File: config.mk
export PLATFORM = sky130hd
export DESIGN_NAME = dtx_fault_check
export DESIGN_NICKNAME = d
export VERILOG_FILES = /design/src/rtl/dtx_pkg.sv /design/src/rtl/dtx_addr_class.sv /design/src/rtl/dtx_mode_sel.sv /design/src/rtl/dtx_counters.sv /design/src/rtl/dtx_fault_check.sv
export SDC_FILE = /design/constraint.sdc
export NUM_CORES = 1
export LEC_CHECK = 0
export CAP_MARGIN = 20
export CELL_PAD_IN_SITES_DETAIL_PLACEMENT = 1
export CELL_PAD_IN_SITES_GLOBAL_PLACEMENT = 1
export CORE_MARGIN = 3
export CORE_UTILIZATION = 43
export CTS_BUF_LIST = sky130_fd_sc_hd__clkbuf_8
export DETAILED_ROUTE_END_ITERATION = 10
export DONT_BUFFER_PORTS = 1
export PLACE_DENSITY_LB_ADDON = 0.1
export SETUP_SLACK_MARGIN = 0.02
export SYNTH_ARGS = -nofsm -noshare
export SYNTH_HDL_FRONTEND = slang
export SYNTH_HIERARCHICAL = 1
export SYNTH_SLANG_ARGS = --single-unit
File: constraint.sdc
create_clock -name clk -period 3.1 [get_ports clk]
set_input_delay 0.465 -clock clk [delete_from_list [all_inputs] [get_ports clk]]
set_output_delay 0.465 -clock clk [all_outputs]
set_load 0.02 [all_outputs]
File: src/rtl/dtx_pkg.sv
package dtx_pkg;
  typedef enum logic [1:0] {
    FLT_NONE  = 2'd0,
    FLT_ALIGN = 2'd1,
    FLT_PAGE  = 2'd2,
    FLT_ACV   = 2'd3
  } flt_e;

  localparam int ST_W     = 4;
  localparam int ST_WR    = 0;
  localparam int ST_ACV   = 1;
  localparam int ST_BADVA = 3;

  localparam int MODE_W      = 2;
  localparam logic [1:0] MODE_KERNEL = 2'd0;

  localparam int NCNT       = 6;
  localparam int CI_RD_ACC  = 0;
  localparam int CI_RD_MISS = 2;
  localparam int CI_RD_ACV  = 4;
endpackage

File: src/rtl/dtx_addr_class.sv
module dtx_addr_class #(
  parameter int VA_W    = 64,
  parameter int VA_SIGN = 42,
  parameter int SZ_W    = 2,
  parameter int SP_HI   = 47,
  parameter int SP_LO   = 41,
  parameter logic [SP_HI-SP_LO:0] SP_TAG = 7'h7e,
  parameter int PA_W    = 44,
  parameter int UNC_BIT = 40
) (
  input  logic [VA_W-1:0] vaddr,
  input  logic [SZ_W-1:0] size_code,
  output logic            misaligned,
  output logic            bad_va,
  output logic            is_super,
  output logic [PA_W-1:0] super_pa
);
  localparam int OFS_W = (1 << SZ_W) - 1;

  logic [OFS_W:0]   size_bytes;
  logic [OFS_W:0]   size_mask;
  logic [VA_W-1:VA_SIGN] upper;

  always_comb begin
    size_bytes = {{OFS_W{1'b0}}, 1'b1} << size_code;
    size_mask  = size_bytes - 1'b1;
    misaligned = |(vaddr[OFS_W-1:0] & size_mask[OFS_W-1:0]);
  end

  always_comb begin
    upper  = vaddr[VA_W-1:VA_SIGN];
    bad_va = !((&upper) || !(|upper));
  end

  always_comb begin
    is_super = (vaddr[SP_HI:SP_LO] == SP_TAG);
    super_pa = vaddr[PA_W-1:0];
    if (vaddr[UNC_BIT])
      super_pa[PA_W-1:UNC_BIT] = '1;
    else
      super_pa[PA_W-1:UNC_BIT] = '0;
  end
endmodule

File: src/rtl/dtx_mode_sel.sv
module dtx_mode_sel
  import dtx_pkg::*;
(
  input  logic              pal_mode,
  input  logic              use_alt,
  input  logic [MODE_W-1:0] cur_mode,
  input  logic [MODE_W-1:0] alt_mode,
  output logic [MODE_W-1:0] eff_mode
);
  always_comb begin
    if (!pal_mode)
      eff_mode = cur_mode;
    else if (use_alt)
      eff_mode = alt_mode;
    else
      eff_mode = MODE_KERNEL;
  end
endmodule

File: src/rtl/dtx_counters.sv
module dtx_counters #(
  parameter int N     = 6,
  parameter int CNT_W = 16
) (
  input  logic                      clk,
  input  logic                      rst,
  input  logic [N-1:0]              inc,
  output logic [N-1:0][CNT_W-1:0]   cnt
);
  for (genvar i = 0; i < N; i++) begin : g_cnt
    always_ff @(posedge clk) begin
      if (rst)
        cnt[i] <= '0;
      else if (inc[i])
        cnt[i] <= cnt[i] + 1'b1;
    end

    // a counter moves by at most one per cycle and never back
    assert_cnt_step_R9: assert property (@(posedge clk) disable iff (rst)
      (cnt[i] == $past(cnt[i])) || (cnt[i] == $past(cnt[i]) + CNT_W'(1)));
  end
endmodule

File: src/rtl/dtx_fault_check.sv
module dtx_fault_check
  import dtx_pkg::*;
#(
  parameter int VA_W       = 64,
  parameter int VA_SIGN    = 42,
  parameter int PA_W       = 44,
  parameter int PAGE_SHIFT = 13,
  parameter int ASN_W      = 8,
  parameter int SZ_W       = 2,
  parameter int CNT_W      = 16,
  parameter int SP_HI      = 47,
  parameter int SP_LO      = 41,
  parameter logic [SP_HI-SP_LO:0] SP_TAG = 7'h7e,
  parameter int UNC_BIT    = 40,
  localparam int VPN_W     = VA_SIGN + 1 - PAGE_SHIFT,
  localparam int PPN_W     = PA_W - PAGE_SHIFT,
  localparam int NMODE     = 1 << MODE_W
) (
  input  logic              clk,
  input  logic              rst,
  input  logic              req_valid,
  input  logic [VA_W-1:0]   req_vaddr,
  input  logic [SZ_W-1:0]   req_size,
  input  logic              req_write,
  input  logic              req_phys,
  input  logic              req_alt,
  input  logic              pal_mode,
  input  logic [MODE_W-1:0] cur_mode,
  input  logic [MODE_W-1:0] alt_mode,
  input  logic [ASN_W-1:0]  cur_asn,
  output logic              tlb_lookup,
  output logic [VPN_W-1:0]  tlb_vpn,
  output logic [ASN_W-1:0]  tlb_asn,
  input  logic              tlb_hit,
  input  logic [PPN_W-1:0]  tlb_ppn,
  input  logic [NMODE-1:0]  tlb_rd_en,
  input  logic [NMODE-1:0]  tlb_wr_en,
  output logic              rsp_valid,
  output logic [PA_W-1:0]   rsp_paddr,
  output logic [1:0]        rsp_fault,
  output logic [ST_W-1:0]   rsp_status,
  output logic [CNT_W-1:0]  cnt_rd_acc,
  output logic [CNT_W-1:0]  cnt_wr_acc,
  output logic [CNT_W-1:0]  cnt_rd_miss,
  output logic [CNT_W-1:0]  cnt_wr_miss,
  output logic [CNT_W-1:0]  cnt_rd_acv,
  output logic [CNT_W-1:0]  cnt_wr_acv
);
  logic              misaligned, bad_va, is_super;
  logic [PA_W-1:0]   super_pa;
  logic [MODE_W-1:0] eff_mode;
  logic              xlate_path;
  logic              perm_ok;

  flt_e              nxt_fault;
  logic [ST_W-1:0]   nxt_status;
  logic [PA_W-1:0]   nxt_pa;
  logic [NCNT-1:0]   inc;
  logic [NCNT-1:0][CNT_W-1:0] cnt;

  dtx_addr_class #(
    .VA_W(VA_W), .VA_SIGN(VA_SIGN), .SZ_W(SZ_W), .SP_HI(SP_HI), .SP_LO(SP_LO),
    .SP_TAG(SP_TAG), .PA_W(PA_W), .UNC_BIT(UNC_BIT)
  ) u_class (
    .vaddr(req_vaddr), .size_code(req_size), .misaligned(misaligned),
    .bad_va(bad_va), .is_super(is_super), .super_pa(super_pa)
  );

  dtx_mode_sel u_mode (
    .pal_mode(pal_mode), .use_alt(req_alt), .cur_mode(cur_mode),
    .alt_mode(alt_mode), .eff_mode(eff_mode)
  );

  assign xlate_path = !misaligned && !req_phys && !bad_va && !is_super;
  assign tlb_lookup = req_valid && xlate_path;
  assign tlb_vpn    = req_vaddr[VA_SIGN:PAGE_SHIFT];
  assign tlb_asn    = cur_asn;
  assign perm_ok    = req_write ? tlb_wr_en[eff_mode] : tlb_rd_en[eff_mode];

  always_comb begin
    nxt_fault  = FLT_NONE;
    nxt_status = '0;
    nxt_pa     = '0;
    inc        = '0;
    if (misaligned) begin
      nxt_fault         = FLT_ALIGN;
      nxt_status[ST_WR] = req_write;
    end else if (req_phys) begin
      nxt_pa = req_vaddr[PA_W-1:0];
    end else if (bad_va) begin
      nxt_fault            = FLT_PAGE;
      nxt_status[ST_WR]    = req_write;
      nxt_status[ST_ACV]   = 1'b1;
      nxt_status[ST_BADVA] = 1'b1;
      inc[CI_RD_ACV + int'(req_write)] = req_valid;
    end else if (is_super) begin
      if (cur_mode != MODE_KERNEL) begin
        nxt_fault          = FLT_ACV;
        nxt_status[ST_WR]  = req_write;
        nxt_status[ST_ACV] = 1'b1;
        inc[CI_RD_ACV + int'(req_write)] = req_valid;
      end else begin
        nxt_pa = super_pa;
      end
    end else begin
      inc[CI_RD_ACC + int'(req_write)] = req_valid;
      if (!tlb_hit) begin
        nxt_fault         = FLT_PAGE;
        nxt_status[ST_WR] = req_write;
        inc[CI_RD_MISS + int'(req_write)] = req_valid;
      end else begin
        nxt_pa = {tlb_ppn, req_vaddr[PAGE_SHIFT-1:0]};
        if (!perm_ok) begin
          nxt_fault          = FLT_ACV;
          nxt_status[ST_WR]  = req_write;
          nxt_status[ST_ACV] = 1'b1;
          inc[CI_RD_ACV + int'(req_write)] = req_valid;
        end
      end
    end
  end

  always_ff @(posedge clk) begin
    if (rst) begin
      rsp_valid  <= 1'b0;
      rsp_paddr  <= '0;
      rsp_fault  <= FLT_NONE;
      rsp_status <= '0;
    end else begin
      rsp_valid <= req_valid;
      if (req_valid) begin
        rsp_paddr  <= nxt_pa;
        rsp_fault  <= nxt_fault;
        rsp_status <= nxt_status;
      end
    end
  end

  dtx_counters #(.N(NCNT), .CNT_W(CNT_W)) u_cnt (
    .clk(clk), .rst(rst), .inc(inc), .cnt(cnt)
  );

  assign cnt_rd_acc  = cnt[0];
  assign cnt_wr_acc  = cnt[1];
  assign cnt_rd_miss = cnt[2];
  assign cnt_wr_miss = cnt[3];
  assign cnt_rd_acv  = cnt[4];
  assign cnt_wr_acv  = cnt[5];

  // misalignment always wins, status carries only the write bit
  assert_align_first_R1: assert property (@(posedge clk) disable iff (rst)
    req_valid && misaligned |=> rsp_fault == FLT_ALIGN &&
      rsp_status == {{(ST_W-1){1'b0}}, $past(req_write)});

  // a bad-address status always comes with a page fault and violation bit
  assert_badva_status_R3: assert property (@(posedge clk) disable iff (rst)
    rsp_valid && rsp_status[ST_BADVA] |-> rsp_fault == FLT_PAGE && rsp_status[ST_ACV]);

  // kernel access to the direct-mapped window never faults
  assert_super_kernel_R4: assert property (@(posedge clk) disable iff (rst)
    req_valid && !misaligned && !req_phys && !bad_va && is_super &&
      cur_mode == MODE_KERNEL |=> rsp_fault == FLT_NONE);

  // a miss on a lookup always reports a page fault
  assert_miss_page_R7: assert property (@(posedge clk) disable iff (rst)
    tlb_lookup && !tlb_hit |=> rsp_fault == FLT_PAGE && !rsp_status[ST_ACV]);

  // no request, no result
  assert_idle_R9: assert property (@(posedge clk) disable iff (rst)
    !req_valid |=> !rsp_valid);
endmodule

==> run metrics, run 1 <==
status complete, no violations; HP Class input port to register; synth top area cells dfxtp_1, buf_4, a21oi_1; CP endpoint kind register; Yosys top cell area share 34.7%; Core Box Area approximately 19000 um^2; worst slew pin tran 0.549 ns; Final Hold Fails 0; FF-to-FF Start u_cnt/cnt[16]; multiplexer share of the synthesized area between 2 and 2.5%; synthesized cell area around 8400 um^2; Seq/Total Area, Yosys between 30% and 40%; xor/xnor share of the synthesized area slightly above 7%; max cap viols 0; hpwl dp ~18000 um; Crit. Startpoint req_vaddr[48]; Avg WL per Cell 20.7 um; #FFs+latches synth 146; Post-Syn Instances 1018; Worst path max stage delay roughly 0.50 ns; Yosys top cell by area dfxtp_1; largest family of logic cells by synthesized area simple AND/OR/NAND/NOR gates; Post-Route WL roughly 25000 um; Clock Skews ~0.012 ns; worst IR drop on VDD between 200 and 250 uV; Post-synth ARST share 0%; row cnt 50; Slew headroom between 60% and 70%; via count 6945; crit path cell chain or4_1, nor4_1, buf_4, a21oi_2, or2_1, nor4_2, nor2b_1, nand4_1, or4_1, xor2_1, nor2_1; WS Path Type input port to register; layout cell share with drive strength beyond 1 around a tenth; Data arrival, critical path between 3 and 4 ns; period utilization 94.1%; unrepaired setup endpoints after global routing false; adder-cell share of the synthesized area less than 1%; Post-CTS Resized 0; Final #Nets about 1.1k; ys flop type dfxtp_1; hold slack 0.0969 ns; Final Max Tran Viols 0; Synth Area in Compound Gates a little over an eighth; P_leak approximately 0.0027 uW; largest net degree at the start of global routing 162; buffers and inverters on the worst path 1; simple-gate share of the synthesized area between 20% and 30%; Die H 146 um; via/cell ratio between 5 and 6; syn avg cell area about 8.3 um^2; Initial Utilization 44.5%; antenna violations before repair 2; Die X about 150 um; count of hold-fix buffers inserted at cts 0; H-tree depth 4; CTS tree built; final core utilization a little under half; global-route wire length before repair roughly 40000 um; gr ovfl total 0; minimum clock period around 2.9 ns; clock slew at reported path FFs approximately 0.090 ns; Crit path max-delay family simple AND/OR/NAND/NOR gates; Peak Freq 343 MHz; Cell Pwr Density ~440 nW/um^2; most numerous cell in the Yosys netlist dfxtp_1; Root Driver clkbuf_8; worst-path maximum fanout 6; synth cell count leaders dfxtp_1, nor2_1, buf_4; GP Congestion between 0.7 and 0.8; Pre-antenna DRT Iters 5; Ports 311; most frequent CP cell or4_1; Layout Area Growth over Synthesis 2.06%; setup bufs post-CTS 0; vias in the first global route 7235; CTS Buffer Depth 2; EDFF count, synth 0; Post-Syn Nets 1149; Synthesis Warnings 6; I/O Buffers 0; CTS Buf Count 17; Startpoint Class input port; worst skew pair latency 0.44 ns; DR DRC count 0; First DRT Iteration DRCs 226; CTS Sinks between 100 and 150; GRT Resource Usage Total between 20% and 30%; Worst EP required about 3.4 ns; die area around 21000 um^2; distinct cell type count after synthesis between 50 and 60; final setup vio count 0; number of antenna-violating nets in the routed design 0; Hold Startpoint rst; CP max-delay cell or4_1
[state kept, by name, indices dropped and copies added (netlist names)]
register / flops
rsp_valid: 1
u_cnt/cnt: 96
rsp_status: 3
rsp_fault: 2
rsp_paddr: 44
[power by group]
group	switching, uW	internal [uW]
sequential	40.9	1890
combinational	75.4	91.7
clock	776	890
[cells in the final DEF (no fill, tap or decap), drive strengths merged, types with 4 or more instances in the layout]
master / n
nor4: 23
clkinv: 4
clkbuf: 17
o32ai: 13
xnor2: 36
a31o: 4
nand4bb: 31
xor2: 32
ha: 6
inv: 36
nor2: 99
or4: 4
a2bb2oi: 13
buf: 33
mux2i: 8
nand4: 35
and2: 31
a22oi: 13
nor3: 18
a21oi: 79
nand2b: 39
nand2: 38
nand3: 24
nand3b: 32
and3: 6
bufinv: 4
nor2b: 16
or3: 12
and4: 4
o21ai: 47
dfxtp: 146
mux2: 10
[per-stage QoR]
stage | power (uW) | area, um^2 | setup TNS [ns] | std cells | setup WS (ns)
after global placement | 2140 | 8160 | -1.21 | 1165 | -0.230
final | 3770 | 8610 | 0 | 1199 | 0.183
after global routing | 3920 | 8610 | 0 | 1199 | 0.0227
after CTS | 3830 | 8600 | 0 | 1197 | 0.197
after detailed placement | 2150 | 8160 | -2.11 | 1165 | -0.294
after floorplan | 2270 | 8480 | -0.167 | 1018 | -0.0876
[per-layer routing]
layer / global-route usage (%) / vias to the layer above / wire length, um
met5: 0 / - / 0
met4: 7.06 / 0 / 342
met3: 7.17 / 26 / 1780
met2: 38.6 / 210 / 12300
met1: 27.5 / 3409 / 10400
li1: - / 3300 / -
[worst reg2reg max path: cells and delay by family (launching register included)]
family / cells / cell delay (ns)
simple gates: 2 / 0.86
flops: 1 / 0.58
fa+ha+maj: 1 / 0.29
compound gates: 1 / 0.14
buf+inv: 1 / 0.11
[area by class of cell]
class	count	area, um^2
Clock buffer	17	234
Sequential cell	146	2920
Tap cell	260	325
Fill cell	2286	10300
Multi-Input combinational cell	696	4550
Inverter	30	113
Antenna cell	2	5.00
Clock inverter	15	204
Timing Repair Buffer	33	248
[cells by family after synthesis]
logic type	Yosys count
adder cells (fa/ha/maj)	6
buffers and inverters	176
other	1
AO/OA/AOI/OAI	182
flip-flops	146
AND/OR/NAND/NOR	421
multiplexers	18
XOR/XNOR	68
[worst paths after layout]
check / slack [ns] / to / cells after the start
worst max register to register: 1.08 / u_cnt/cnt[30] / 5
worst max-delay path: 0.18 / u_cnt/cnt[42] / 11
worst min register to register: 0.58 / rsp_paddr[36] / 2
worst min-delay path: 0.1 / u_cnt/cnt[30] / 1
(Power assumes the default switching activity.)
==> run 2: changes to the inputs <==
--- a/config.mk
+++ b/config.mk
@@ -8,12 +8,12 @@
 export CAP_MARGIN = 20
 export CELL_PAD_IN_SITES_DETAIL_PLACEMENT = 1
 export CELL_PAD_IN_SITES_GLOBAL_PLACEMENT = 1
-export CORE_MARGIN = 3
 export CORE_UTILIZATION = 43
 export CTS_BUF_LIST = sky130_fd_sc_hd__clkbuf_8
 export DETAILED_ROUTE_END_ITERATION = 10
 export DONT_BUFFER_PORTS = 1
 export PLACE_DENSITY_LB_ADDON = 0.1
+export REMOVE_ABC_BUFFERS = 1
 export SETUP_SLACK_MARGIN = 0.02
 export SYNTH_ARGS = -nofsm -noshare
 export SYNTH_HDL_FRONTEND = slang
==> run 2 against run 1 <==
Design area down 0.44%. Core utilization down 0.20 points. Final cell count up 0.75%. Global-route usage up 1.9 points. Combinational power about the same. Sequential power about the same. Hold slack worse by 0.024 ns. Die area down 5.4%. Worst setup slack better by 0.081 ns. Critical path depth unchanged. Via count up 1.4%. Largest power group unchanged.
==> run metrics, run 2 (synthesized netlist as in run 1, its figures left out) <==
Initial Utilization 44.5% (unchanged); Post-Route WL 24800 um (was 24900 um); GP Congestion 0.844 (was 0.786); global-route wire length before repair 39300 um (was 40000 um); Die H 142 um (was 146 um); FF-to-FF Start u_cnt/cnt[16] (unchanged); Core Box Area 19000 um^2 (unchanged); die area 20200 um^2 (was 21300 um^2); status complete, no violations (unchanged); hpwl dp 17200 um (was 17700 um); worst slew pin tran 0.568 ns (was 0.549 ns); most frequent CP cell buf_4 (was or4_1); antenna violations before repair 2 (unchanged); Worst path max stage delay 0.51 ns (was 0.50 ns); # fillers 2274 (was 2286); most common cell after layout, fill and taps aside dfxtp_1 (unchanged); CTS Sinks 146 (unchanged); Final Max Tran Viols 0 (unchanged); Crit. Startpoint req_vaddr[48] (unchanged); via/cell ratio 5.83 (was 5.79); DR DRC count 0 (unchanged); HP Class input port to register (unchanged); minimum clock period 2.84 ns (was 2.92 ns); Pre-antenna DRT Iters 5 (unchanged); row cnt 50 (unchanged); WS Path Type input port to register (unchanged); vias in the first global route 7496 (was 7235); max cap viols 0 (unchanged); gr ovfl total 0 (unchanged); H-tree depth 4 (unchanged); final setup vio count 0 (unchanged); Final Hold Fails 0 (unchanged); CP max-delay cell or4_1 (unchanged); worst IR drop on VDD 237 uV (was 224 uV); Clock Skews 0.0133 ns (was 0.0122 ns); Worst EP required 3.48 ns (was 3.44 ns); Avg WL per Cell 20.5 um (was 20.7 um); count of hold-fix buffers inserted at cts 0 (unchanged); Sum Neg Setup Slack 0 ns (unchanged); largest net degree at the start of global routing 162 (unchanged); worst-path maximum fanout 4 (was 6); via count 7043 (was 6945); Cell Pwr Density 410 nW/um^2 (was 438 nW/um^2); number of antenna-violating nets in the routed design 0 (unchanged); unrepaired setup endpoints after global routing false (unchanged); crit path cell chain or4_1, nor4_1, buf_4, a21oi_2, or2_1, nor4_2, buf_4, nand4_1, or4_4, or3_1, a21oi_1 (was or4_1, nor4_1, buf_4, a21oi_2, or2_1, nor4_2, nor2b_1, nand4_1, or4_1, xor2_1, nor2_1); CTS Buffer Depth 2 (unchanged); dpl ws -0.323 ns (was -0.294 ns); Die X 142 um (was 146 um); max FFs per register 96 (unchanged); most frequent cells in the layout dfxtp_1, nor2_1, a21oi_1 (unchanged); CTS Buf Count 17 (unchanged); Startpoint Class input port (unchanged); period utilization 91.5% (was 94.1%); Ports 311 (unchanged); layout cell share with drive strength beyond 1 10.7% (was 10.1%); Peak Freq 353 MHz (was 343 MHz); First DRT Iteration DRCs 326 (was 226); Largest regs u_cnt/cnt: 96 flops, rsp_paddr: 44 flops, rsp_status: 3 flops (unchanged); P_leak 0.00271 uW (about the same); Slew headroom 62.1% (was 63.0%); CP endpoint kind register (unchanged); final setup margin 0.264 ns (was 0.183 ns); clock slew at reported path FFs 0.09 ns (about the same); hold slack 0.0728 ns (was 0.0969 ns); final core utilization 45.2% (was 45.4%); Layout Area Growth over Synthesis 1.62% (was 2.06%); Data arrival, critical path 3.22 ns (was 3.26 ns); Root Driver clkbuf_8 (unchanged); worst skew pair latency 0.46 ns (was 0.44 ns); Final #Nets 1064 (was 1055); I/O Buffers 0 (unchanged); total power 3510 uW (was 3770 uW); CTS tree built (unchanged); Largest Register u_cnt/cnt (unchanged); GRT Resource Usage Total 24.6% (was 22.7%); Hold Startpoint rst (unchanged)
## run 2: routing by layer
metal,share of wire [%],global-route usage [%]
met3,8.2,8.88
met5,0,0
met4,3.3,10.5
met2,49,42.5
met1,40,27.0
## run 2: worst max-delay path: cells and delay by family
kind	cells	cell delay [ns]
AOI/OAI and AO/OA	2	0.20
buffers and inverters	2	0.34
and+or+nand+nor	7	2.22
## run 2: metrics by stage
step | cells | instance area [um^2]
after floorplan | 872 | 7530
after global placement | 1174 | 8190
after detailed placement | 1174 | 8190
after CTS | 1206 | 8550
after global routing | 1208 | 8570
final | 1208 | 8570
## run 2: area by class of cell
cell class | instances | area [um^2] | share of cell area, %
Clock buffer | 17 | 234 | 2.73
Antenna cell | 2 | 5.00 | 0.0584
Tap cell | 260 | 325 | 3.80
Timing Repair Buffer | 42 | 315 | 3.68
Multi-Input combinational cell | 696 | 4530 | 52.9
Inverter | 30 | 113 | 1.31
Sequential cell | 146 | 2920 | 34.1
Clock inverter | 15 | 121 | 1.42
## run 2: report_power, final
group	internal, uW	switching [uW]
registers	1890	41.6
logic	93.6	74.1
clock network	575	833
total	2560	949
## run 2: path summary, 6_finish.rpt
kind | end | slack, ns | cells after the start
setup / recovery | u_cnt/cnt[30] | 0.26 | 11
hold / removal | u_cnt/cnt[90] | 0.07 | 1
hold reg to reg | rsp_paddr[15] | 0.57 | 2
setup reg to reg | u_cnt/cnt[30] | 1.07 | 5
## run 2: timing repair
| action | CTS | global route |
|---|---|---|
| setup endpoints to repair | 0 | 7 |
| gates resized for setup | 0 | 2 |
| setup buffers | 0 | 0 |
